[src/rtl/dcb_pkg.sv]
package dcb_pkg;
  typedef enum logic [2:0] {
    DCB_OK          = 3'd0,
    DCB_ERR_EMPTY   = 3'd1,
    DCB_ERR_LINES   = 3'd2,
    DCB_ERR_MSTRIDE = 3'd3,
    DCB_ERR_SHORT   = 3'd4,
    DCB_ERR_ALIGN   = 3'd5
  } dcb_err_e;

  typedef enum logic {ST_IDLE, ST_WALK} dcb_state_e;

  localparam int unsigned EOC_FLAG = 2;
endpackage

[src/rtl/dcb_req_check.sv]
module dcb_req_check
  import dcb_pkg::*;
#(
  parameter int AW          = 32,
  parameter int LW          = 16,
  parameter int NW          = 16,
  parameter int PAGE_BYTES  = 4096,
  parameter int MAX_LINES   = 2048,
  parameter int MAX_MSTRIDE = 8192,
  parameter int MEM_ALIGN   = 16,
  parameter int DEV_ALIGN   = 4
) (
  input  logic [AW-1:0] mem_addr_i,
  input  logic [AW-1:0] dev_addr_i,
  input  logic [LW-1:0] line_len_i,
  input  logic [NW-1:0] line_cnt_i,
  input  logic [LW-1:0] mem_stride_i,
  input  logic [LW-1:0] dev_stride_i,
  output dcb_err_e      err_o
);
  localparam int MA_SH = $clog2(MEM_ALIGN);
  localparam int DA_SH = $clog2(DEV_ALIGN);
  localparam logic [NW:0] MAX_L  = (NW+1)'(MAX_LINES);
  localparam logic [LW:0] MAX_MS = (LW+1)'(MAX_MSTRIDE);
  localparam logic [LW:0] PG     = (LW+1)'(PAGE_BYTES);

  logic          empty_b, lines_b, range_b, short_b, mis_m, mis_d;
  logic [LW:0]   excess;
  logic [LW-1:0] dev_mag;

  assign excess  = {1'b0, mem_stride_i} - {1'b0, line_len_i};
  assign dev_mag = dev_stride_i[LW-1] ? (~dev_stride_i + LW'(1)) : dev_stride_i;

  assign empty_b = (line_cnt_i == '0) || (line_len_i == '0);
  assign lines_b = {1'b0, line_cnt_i} > MAX_L;
  assign range_b = ({1'b0, mem_stride_i} > MAX_MS) ||
                   ((mem_stride_i >= line_len_i) && (excess >= PG));
  assign short_b = (mem_stride_i < line_len_i) || (dev_mag < line_len_i);

  generate
    if (MA_SH > 0) begin : g_mem_al
      assign mis_m = (|mem_addr_i[MA_SH-1:0]) | (|mem_stride_i[MA_SH-1:0]);
    end else begin : g_mem_any
      assign mis_m = 1'b0;
    end
    if (DA_SH > 0) begin : g_dev_al
      assign mis_d = (|dev_addr_i[DA_SH-1:0]) | (|dev_stride_i[DA_SH-1:0]);
    end else begin : g_dev_any
      assign mis_d = 1'b0;
    end
  endgenerate

  // first failing rule wins
  always_comb begin
    if (empty_b)             err_o = DCB_ERR_EMPTY;
    else if (lines_b)        err_o = DCB_ERR_LINES;
    else if (range_b)        err_o = DCB_ERR_MSTRIDE;
    else if (short_b)        err_o = DCB_ERR_SHORT;
    else if (mis_m || mis_d) err_o = DCB_ERR_ALIGN;
    else                     err_o = DCB_OK;
  end
endmodule

[src/rtl/dcb_chunk_calc.sv]
module dcb_chunk_calc #(
  parameter int AW         = 32,
  parameter int LW         = 16,
  parameter int PAGE_BYTES = 4096
) (
  input  logic [AW-1:0] cur_mem_i,
  input  logic [LW-1:0] rem_i,
  output logic [LW-1:0] chunk_o,
  output logic          line_end_o
);
  localparam int PS   = $clog2(PAGE_BYTES);
  localparam int CMPW = (LW > PS + 1) ? LW : PS + 1;

  logic [CMPW-1:0] room, rem_w;

  assign room       = CMPW'(PAGE_BYTES) - CMPW'(cur_mem_i[PS-1:0]);
  assign rem_w      = CMPW'(rem_i);
  assign line_end_o = rem_w <= room;
  assign chunk_o    = line_end_o ? rem_i : LW'(room);
endmodule

[src/rtl/dcb_link_calc.sv]
module dcb_link_calc
  import dcb_pkg::*;
#(
  parameter int AW         = 32,
  parameter int CW         = 16,
  parameter int DESC_BYTES = 16
) (
  input  logic [AW-1:0] base_i,
  input  logic [CW-1:0] idx_i,
  output logic [AW-1:0] self_o,
  output logic [AW-1:0] next_o
);
  localparam int DS = $clog2(DESC_BYTES);

  assign self_o = base_i + (AW'(idx_i) << DS);
  // backward chain: point at the slot written just before this one
  assign next_o = (idx_i == '0) ? AW'(EOC_FLAG) : (self_o - AW'(DESC_BYTES));
endmodule

[src/rtl/desc_chain_builder.sv]
module desc_chain_builder
  import dcb_pkg::*;
#(
  parameter int AW          = 32,
  parameter int LW          = 16,
  parameter int NW          = 16,
  parameter int CW          = 16,
  parameter int PAGE_BYTES  = 4096,
  parameter int MAX_LINES   = 2048,
  parameter int MAX_MSTRIDE = 8192,
  parameter int MEM_ALIGN   = 16,
  parameter int DEV_ALIGN   = 4,
  parameter int DESC_BYTES  = 16
) (
  input  logic          clk_i,
  input  logic          rst_ni,
  input  logic          start_i,
  input  logic          count_only_i,
  input  logic [AW-1:0] mem_addr_i,
  input  logic [AW-1:0] dev_addr_i,
  input  logic [LW-1:0] line_len_i,
  input  logic [NW-1:0] line_cnt_i,
  input  logic [LW-1:0] mem_stride_i,
  input  logic [LW-1:0] dev_stride_i,
  input  logic [AW-1:0] desc_base_i,
  output logic          busy_o,
  output logic          done_o,
  output logic [2:0]    err_o,
  output logic [CW-1:0] desc_cnt_o,
  output logic [AW-1:0] chain_start_o,
  output logic          desc_valid_o,
  input  logic          desc_ready_i,
  output logic [AW-1:0] desc_mem_o,
  output logic [AW-1:0] desc_dev_o,
  output logic [LW-1:0] desc_len_o,
  output logic [AW-1:0] desc_next_o
);
  localparam int SX = AW - LW;

  dcb_state_e    st_q;
  logic          cnt_mode_q, done_q;
  dcb_err_e      err_q, chk_err;
  logic [AW-1:0] base_q, line_mem_q, line_dev_q, cur_mem_q, cur_dev_q, chain_q;
  logic [LW-1:0] len_q, mstr_q, dstr_q, rem_q;
  logic [NW-1:0] lines_left_q;
  logic [CW-1:0] idx_q, cnt_q;

  logic [LW-1:0] chunk;
  logic          line_end, step, accept;
  logic [AW-1:0] self_addr, next_addr, mem_nl, dev_nl, dstr_ext;

  dcb_req_check #(
    .AW(AW), .LW(LW), .NW(NW), .PAGE_BYTES(PAGE_BYTES), .MAX_LINES(MAX_LINES),
    .MAX_MSTRIDE(MAX_MSTRIDE), .MEM_ALIGN(MEM_ALIGN), .DEV_ALIGN(DEV_ALIGN)
  ) i_req_check (
    .mem_addr_i  (mem_addr_i),
    .dev_addr_i  (dev_addr_i),
    .line_len_i  (line_len_i),
    .line_cnt_i  (line_cnt_i),
    .mem_stride_i(mem_stride_i),
    .dev_stride_i(dev_stride_i),
    .err_o       (chk_err)
  );

  dcb_chunk_calc #(.AW(AW), .LW(LW), .PAGE_BYTES(PAGE_BYTES)) i_chunk_calc (
    .cur_mem_i (cur_mem_q),
    .rem_i     (rem_q),
    .chunk_o   (chunk),
    .line_end_o(line_end)
  );

  dcb_link_calc #(.AW(AW), .CW(CW), .DESC_BYTES(DESC_BYTES)) i_link_calc (
    .base_i(base_q),
    .idx_i (idx_q),
    .self_o(self_addr),
    .next_o(next_addr)
  );

  assign accept   = start_i && (st_q == ST_IDLE);
  assign step     = (st_q == ST_WALK) && (cnt_mode_q || desc_ready_i);
  assign dstr_ext = {{SX{dstr_q[LW-1]}}, dstr_q};
  assign mem_nl   = line_mem_q + AW'(mstr_q);
  assign dev_nl   = line_dev_q + dstr_ext;

  always_ff @(posedge clk_i or negedge rst_ni) begin
    if (!rst_ni) begin
      st_q         <= ST_IDLE;
      cnt_mode_q   <= 1'b0;
      done_q       <= 1'b0;
      err_q        <= DCB_OK;
      base_q       <= '0;
      line_mem_q   <= '0;
      line_dev_q   <= '0;
      cur_mem_q    <= '0;
      cur_dev_q    <= '0;
      chain_q      <= '0;
      len_q        <= '0;
      mstr_q       <= '0;
      dstr_q       <= '0;
      rem_q        <= '0;
      lines_left_q <= '0;
      idx_q        <= '0;
      cnt_q        <= '0;
    end else begin
      done_q <= 1'b0;
      if (accept) begin
        err_q <= chk_err;
        if (chk_err != DCB_OK) begin
          done_q  <= 1'b1;
          cnt_q   <= '0;
          chain_q <= '0;
        end else begin
          st_q         <= ST_WALK;
          cnt_mode_q   <= count_only_i;
          base_q       <= desc_base_i;
          line_mem_q   <= mem_addr_i;
          line_dev_q   <= dev_addr_i;
          cur_mem_q    <= mem_addr_i;
          cur_dev_q    <= dev_addr_i;
          len_q        <= line_len_i;
          mstr_q       <= mem_stride_i;
          dstr_q       <= dev_stride_i;
          rem_q        <= line_len_i;
          lines_left_q <= line_cnt_i;
          idx_q        <= '0;
        end
      end else if (step) begin
        idx_q <= idx_q + CW'(1);
        if (line_end) begin
          if (lines_left_q == NW'(1)) begin
            st_q    <= ST_IDLE;
            done_q  <= 1'b1;
            cnt_q   <= idx_q + CW'(1);
            chain_q <= self_addr;
          end else begin
            lines_left_q <= lines_left_q - NW'(1);
            line_mem_q   <= mem_nl;
            line_dev_q   <= dev_nl;
            cur_mem_q    <= mem_nl;
            cur_dev_q    <= dev_nl;
            rem_q        <= len_q;
          end
        end else begin
          cur_mem_q <= cur_mem_q + AW'(chunk);
          cur_dev_q <= cur_dev_q + AW'(chunk);
          rem_q     <= rem_q - chunk;
        end
      end
    end
  end

  assign busy_o        = st_q == ST_WALK;
  assign done_o        = done_q;
  assign err_o         = err_q;
  assign desc_cnt_o    = cnt_q;
  assign chain_start_o = chain_q;
  assign desc_valid_o  = (st_q == ST_WALK) && !cnt_mode_q;
  assign desc_mem_o    = cur_mem_q;
  assign desc_dev_o    = cur_dev_q;
  assign desc_len_o    = chunk;
  assign desc_next_o   = next_addr;
endmodule

[config.mk]
export PLATFORM = sky130hd
export DESIGN_NAME = desc_chain_builder
export DESIGN_NICKNAME = d
export VERILOG_FILES = /design/src/rtl/dcb_pkg.sv /design/src/rtl/dcb_req_check.sv /design/src/rtl/dcb_chunk_calc.sv /design/src/rtl/dcb_link_calc.sv /design/src/rtl/desc_chain_builder.sv
export SDC_FILE = /design/constraint.sdc
export NUM_CORES = 1
export LEC_CHECK = 0
export ABC_AREA = 1
export BUFFER_PORTS_ARGS = -buffer_cell sky130_fd_sc_hd__buf_2
export CAP_MARGIN = 20
export CORE_UTILIZATION = 40
export DETAILED_ROUTE_END_ITERATION = 10
export PLACE_DENSITY_LB_ADDON = 0.3
export SYNTH_ARGS = -nofsm -noshare
export SYNTH_HDL_FRONTEND = slang
export SYNTH_HIERARCHICAL = 1
export SYNTH_SLANG_ARGS = --single-unit
[constraint.sdc]
create_clock -name clk_i -period 5 [get_ports clk_i]
set_clock_uncertainty 0.2 [all_clocks]
set_input_delay 0.75 -clock clk_i [delete_from_list [all_inputs] [get_ports clk_i]]
set_output_delay 0.75 -clock clk_i [all_outputs]
set_load 0.05 [all_outputs]
==> metrics.cfg, run 1 <==
[yosys]
synth_edf_count=0
ys_types=59
synthArstFlopShare=1.00
avgSynthCellArea_um2=6.21
synthCells=4415
synth-main-ff-cell=dfrtp_1
netlist_area_um2=27400
synth-seq-cells=310
ys_warn_count=6
synth_seq_area_share=0.283

[setup_path]
crit_slowest_cell=dfrtp_2
crit_required_ps=4050
critPathBufInv=4
cp_cell_sequence=ha_1 -> inv_1 -> fa_1 -> inv_1 -> nand2_1 -> nand2_1 -> inv_2 -> nor2_1 -> nand3_2 -> nor2_4 -> nand3_4 -> nor2_4 -> nand2_1 -> nor2_2 -> nand4_1 -> a21oi_1 -> buf_2
arrival_ps=3770
slowest_delay_ps=460
cpMostUsedCell=nand2_1
crit_path_max_fanout=6
path_class=reg2out
cp-end-kind=primary output
worstSetupStartpointType=register
path_delay_family=simple AND/OR/NAND/NOR gates

[global_routing]
grt_pass1_wl_um=161000
grt_pass1_vias=28000
grt_max_degree=101
overflow=0
antenna_found_initial=6
grtUsageTotal=0.295

[layout]
synthToLayoutAreaGrowth_pct=15.8
nets=5066
layout_commonest_cell=nand2_1
utilization=0.470
layout_common_cells=nand2_1, inv_1, nor2_1
drive_above_1_share=0.131
instances_no_fill=5640

[sta]
maxSlewViolCount=0
tightest_slew_ps=930
fin_crit_ps=4720
finalSetupViolCount=0
hold_viol=0
max_freq_ghz=0.212
max_slew_margin=0.380
setup_slack_ps=281
post-route-period-util=0.944

[clock_network]
hold_buffers=0
clock_latency_ps=580
cts_tree=done
cts.reportedPaths.clkPinSlew_ps=60
clock-root-buffer=clkbuf_16
cts.htree.levels=2
clk_path_buf_depth=3
cts.sinks=310
cts_buffers=39

[placed_design]
gp_congestion=0.969
dp_hpwl_um=82700
port_buffers=327
dp_slack_ps=142
dp.cells=5567

[floorplanning]
std_cell_rows=95
pin_count=331
die_area_um2=69600
core_um2=67500
start_util=0.406
die_y_um=264
die_w_um=264

[hold_path]
hp-class=in2async

[pwr]
leakagePower_nw=17.9
vdd_drop_max_mv=0.437
power-per-cell-area_nw_per_um2=606
total_power_mw=19.2

[detailed_routing]
vias=29500
drc=0
first_pass_iters=7
ant_nets=0
drt-total-wl_um=104000
drtIter0Drc=2417
routedWlPerCell_um=18.5
vias_per_cell=5.23

[flow_run]
cap_violations=0

[run_status]
status=complete, no violations

-- final timing paths --
path / depth (start not counted) / start / slack [ps] / endpoint
max: 17 / idx_q[0] / 280 / desc_next_o[24]
min reg2reg: 2 / err_o[1] / 270 / err_o[1]
min in group clk_i: 3 / desc_base_i[30] / 170 / base_q[30]
max reg2reg: 28 / desc_mem_o[1] / 340 / desc_dev_o[10]
max in group asynchronous: 2 / rst_ni / 3470 / line_dev_q[28]
min: 1 / rst_ni / 3 / chain_start_o[23]
-- final cells by class --
type / instances / area [µm²]
diodes: 3 / 7.51
flip-flops and latches: 310 / 7760
inverters: 635 / 2390
well taps: 873 / 1090
clock inverters: 11 / 155
repair buffers: 393 / 2280
multi-input cells: 3356 / 16900
clock buffers: 59 / 1190
fillers: 7219 / 35800
-- stage by stage --
step | instance area [µm²] | setup TNS [ps] | hold slack [ps]
floorplan | 27400 | 0 | 243
global placement | 30300 | 0 | 248
detailed placement | 30300 | 0 | 258
CTS | 31600 | 0 | 29.3
global route | 31700 | -22.5 | 71.7
finish | 31700 | 0 | 2.85
-- per-layer routing --
metal | GRT usage | up-vias | share of wire
li1 | - | 14700 | -
met3 | 0.0371 | 248 | 0.058
met1 | 0.360 | 13500 | 0.41
met2 | 0.515 | 995 | 0.48
met4 | 0.141 | 2 | 0.050
met5 | 0 | - | 0.00011
-- Yosys cell counts, types with 23 or more instances --
master	n	share of area
nand4_1	41	0.0094
buf_2	35	0.0064
nand2_1	1559	0.21
xor2_1	42	0.013
nor2_1	454	0.062
clkbuf_1	49	0.0067
nand2_2	36	0.0082
ha_1	160	0.073
nand3_1	356	0.065
inv_1	609	0.083
a31oi_1	32	0.0073
o21ai_0	122	0.022
inv_2	23	0.0031
nor4_1	24	0.0055
a21oi_1	216	0.039
nor3_1	46	0.0084
a22o_1	32	0.010
dfrtp_1	310	0.28
-- worst register-to-register path, delay by kind of cell (launching register included) --
family / cells / cell delay, ps
DFF: 1 / 390
AOI/OAI and AO/OA: 3 / 380
and+or+nand+nor: 15 / 1690
buffers and inverters: 7 / 1040
adders and majority gates: 3 / 880
-- repair_timing --
action                                  in CTS  in global routing
buffers inserted                             0                  0
endpoints found under the setup margin       0                 33
resized for setup                            0                 24
-- logic make-up after synthesis --
family	Yosys count	synth area share
AOI/OAI and AO/OA	500	0.105
xor gates and xnor gates	60	0.0192
adders and majority gates	166	0.0774
buffers and inverters	751	0.107
DFF	310	0.283
muxes	1	0.000365
other	1	0.000137
and+or+nand+nor	2626	0.408
-- sequential cells by signal, summed over array words and instances (netlist names) --
signal and flops:
rem_q 16, busy_o 1, dstr_q 16, line_dev_q 32, err_o 3, len_q 16, lines_left_q 16, desc_mem_o 32
idx_q 16, line_mem_q 32, mstr_q 16, desc_cnt_o 16, chain_start_o 32, cnt_mode_q 1, done_o 1, base_q 32
desc_dev_o 32
-- power breakdown --
part	total, mW	internal (mW)	switching (mW)	leakage, nW
registers	3.85	3.03	0.819	3.93
logic	12.3	3.75	8.58	13.3
clock network	3.04	1.81	1.23	0.669
No activity file was read; power rests on OpenSTA's default activity.
==> inputs of run 2 (changes only) <==
--- a/config.mk
+++ b/config.mk
@@ -13,5 +13,4 @@
 export PLACE_DENSITY_LB_ADDON = 0.3
 export SYNTH_ARGS = -nofsm -noshare
 export SYNTH_HDL_FRONTEND = slang
-export SYNTH_HIERARCHICAL = 1
 export SYNTH_SLANG_ARGS = --single-unit
==> metrics.cfg, run 2 <==
[sta]
post-route-period-util=0.981  ; +0.0370
finalSetupViolCount=0  ; unchanged
tightest_slew_ps=1090  ; +162 ps
maxSlewViolCount=0  ; unchanged
rsz0062_at_grt=yes
setup_slack_ps=96.5  ; -185 ps
holdWs_ps=140  ; +137 ps
fin_crit_ps=4900  ; +185 ps
max_freq_ghz=0.204  ; -3.8%
max_slew_margin=0.272  ; -0.108
hold_viol=0  ; unchanged

[global_routing]
grt_pass1_wl_um=150000  ; -6.7%
grt_max_degree=94  ; -6.9%
grtUsageTotal=0.283  ; -0.0130
grt_pass1_vias=26500  ; -5.2%
antenna_found_initial=20  ; +14
overflow=0  ; unchanged

[placed_design]
dp_slack_ps=-204  ; -346 ps
dp.cells=5247  ; -5.7%
dp_hpwl_um=73900  ; -11%
gp_congestion=0.987  ; +1.8%
port_buffers=327  ; unchanged

[layout]
synthToLayoutAreaGrowth_pct=21.8
instances_no_fill=5359  ; -5.0%
utilization=0.496  ; +0.0258
layout_commonest_cell=nand2_1
drive_above_1_share=0.164  ; +0.0333
area.sequential_um2=7760  ; about the same
multi_input_area_um2=17500  ; +3.9%
nets=4793  ; -5.4%
fillers=6613  ; -8.4%
layout_common_cells=nand2_1, nand3_1, inv_1

[clock_network]
cts.reportedPaths.clkPinSlew_ps=60  ; about the same
clock_latency_ps=600  ; +20 ps
cts_tree=done
cts.sinks=310  ; unchanged
clk_path_buf_depth=3  ; unchanged
cts_buffers=42  ; +7.7%
cts.htree.levels=2  ; unchanged
clock-root-buffer=clkbuf_16

[floorplanning]
start_util=0.407  ; +0.00108
die_w_um=259  ; -1.8%
std_cell_rows=93  ; -2.1%
die_area_um2=67100  ; -3.5%
core_um2=64900  ; -3.8%
pin_count=331  ; unchanged
die_y_um=259  ; -1.8%

[yosys]
synthArstFlopShare=1.00  ; unchanged
synthCells=4130  ; -6.5%
synth-adder-area-share=0.0788  ; +0.00145
avgSynthCellArea_um2=6.40  ; +3.1%
synth-main-ff-cell=dfrtp_1
synth_xor_area_frac=0.0500  ; +0.0309
synthSimpleGateAreaFrac=0.389  ; -0.0185
synth_seq_area_share=0.293  ; +0.0105
synth_common_cells=nand2_1, nand3_1, inv_1, dfrtp_1, nor2_1
ys_warn_count=0  ; -6
synth.most_common_cell=nand2_1
synth-seq-cells=310  ; unchanged
synthTopCellsByArea=dfrtp_1, nand2_1, nand3_1
synth_compound_area_frac=0.0962  ; -0.00902
netlist_area_um2=26400  ; -3.6%
yosysTopAreaCell=dfrtp_1
ys_types=53  ; -10%
synth.mux.area_fraction=0  ; -0.000365
synth_edf_count=0  ; unchanged
synth_top_area_frac=0.293  ; +0.0105
synth_top_family_by_area=simple AND/OR/NAND/NOR gates

[setup_path]
worstSetupStartpointType=register
crit_path_max_fanout=8  ; +2
cpMostUsedCell=nand2_1
slowest_delay_ps=420  ; -40 ps
cp-end-kind=register
crit_slowest_cell=dfrtp_1
crit_required_ps=5280  ; +1230 ps
path_class=reg2reg
arrival_ps=5190  ; +1420 ps

[detailed_routing]
ant_nets=0  ; unchanged
routedWlPerCell_um=18.3  ; -1.2%
drt-total-wl_um=97800  ; -6.2%
drc=0  ; unchanged
drtIter0Drc=2570  ; +6.3%
first_pass_iters=8  ; +1
vias_per_cell=5.36  ; +2.6%
vias=28700  ; -2.5%

[pwr]
power-per-cell-area_nw_per_um2=847  ; +40%
seqPwrFrac=0.149  ; -0.051
clkPwrFrac=0.120  ; -0.038
p_sw_frac=0.567  ; +0.0140
vdd_drop_max_mv=0.821  ; +88%
switchingPower_mw=15.5  ; +45%
total_power_mw=27.3  ; +42%
p_int_mw=11.8  ; +37%
p_comb_frac=0.730  ; +0.088
leakagePower_nw=17.5  ; -2.6%

[hold_path]
hp-class=in2reg

[flow_run]
cap_violations=0  ; unchanged

[run_status]
status=complete, no violations

[run 2: cell types whose count changed after synthesis, moves of 36 or more]
cell / delta
inv_1: -173
nor2_1: -151
nand3_1: +117
o21ai_0: +102
a21oi_1: -36
nand4_1: +47
xor2_1: +68
nand2_1: -122
[run 2: timing repair]
action / CTS / global route
setup buffers: 0 / 30
endpoints found under the setup margin: 38 / 83
gates resized for setup: 20 / 213
hold buffers: 1 / 0
pin swaps: 1 / 113
hold endpoints to repair: 22 / 0
[run 2: layout make-up]
cell class,instances,share of cell area
Inverter,441,0.0516
Antenna cell,6,0.000466
Multi-Input combinational cell,3236,0.544
Tap cell,855,0.0332
Sequential cell,310,0.241
Timing Repair Buffer,434,0.0829
Clock buffer,57,0.0378
Clock inverter,20,0.00894
[run 2: power groups by stage]
stage | Combinational [mW] | Sequential [mW] | Clock, mW
after CTS | 17.3 | 4.03 | 3.33
after floorplan | 11.1 | 5.00 | 0
after detailed placement | 17.0 | 4.05 | 0
final | 19.9 | 4.07 | 3.29
after global placement | 17.0 | 4.05 | 0
after global routing | 21.5 | 4.17 | 3.41
[run 2: critical path: cells and delay by family (launching register included)]
kind / cells / cell delay, ps
buffers and inverters: 3 / 420
AOI/OAI and AO/OA: 2 / 440
xor gates and xnor gates: 2 / 260
adders and majority gates: 2 / 570
and+or+nand+nor: 24 / 2490
DFF: 1 / 420
[run 2: worst paths after layout]
path                                 start             end  slack, ps  cells after the start
setup / recovery             desc_mem_o[4]  desc_dev_o[31]        100                     33
hold / removal             desc_base_i[31]      base_q[31]        140                      3
setup reg to reg             desc_mem_o[4]  desc_dev_o[31]        100                     33
hold reg to reg              line_mem_q[9]   line_mem_q[9]        280                      2
max in group asynchronous           rst_ni   desc_mem_o[2]       2930                      3
min in group asynchronous           rst_ni  desc_cnt_o[13]        600                      2
[run 2: through the flow]
stage	instance area (µm²)	setup TNS, ps
2_1_floorplan	26600	-2300
3_3_place_gp	29300	-216
3_5_place_dp	29300	-1960
4_1_cts	31000	0
5_1_grt	32200	-6380
6_report	32200	0
[run 2: layer usage]
metal | up-vias | track usage | share of wire
li1 | 14100 | - | -
met1 | 13400 | 0.402 | 0.45
met2 | 1065 | 0.430 | 0.43
met3 | 203 | 0.0599 | 0.084
met4 | 26 | 0.0773 | 0.030
met5 | - | 0 | 0.0015
[run 2: cells by family after synthesis]
kind of cell | Yosys count
flip-flops | 310
buffers and inverters | 592
XOR/XNOR | 151
AO/OA/AOI/OAI | 477
adder cells (fa/ha/maj) | 163
other | 1
AND/OR/NAND/NOR | 2436
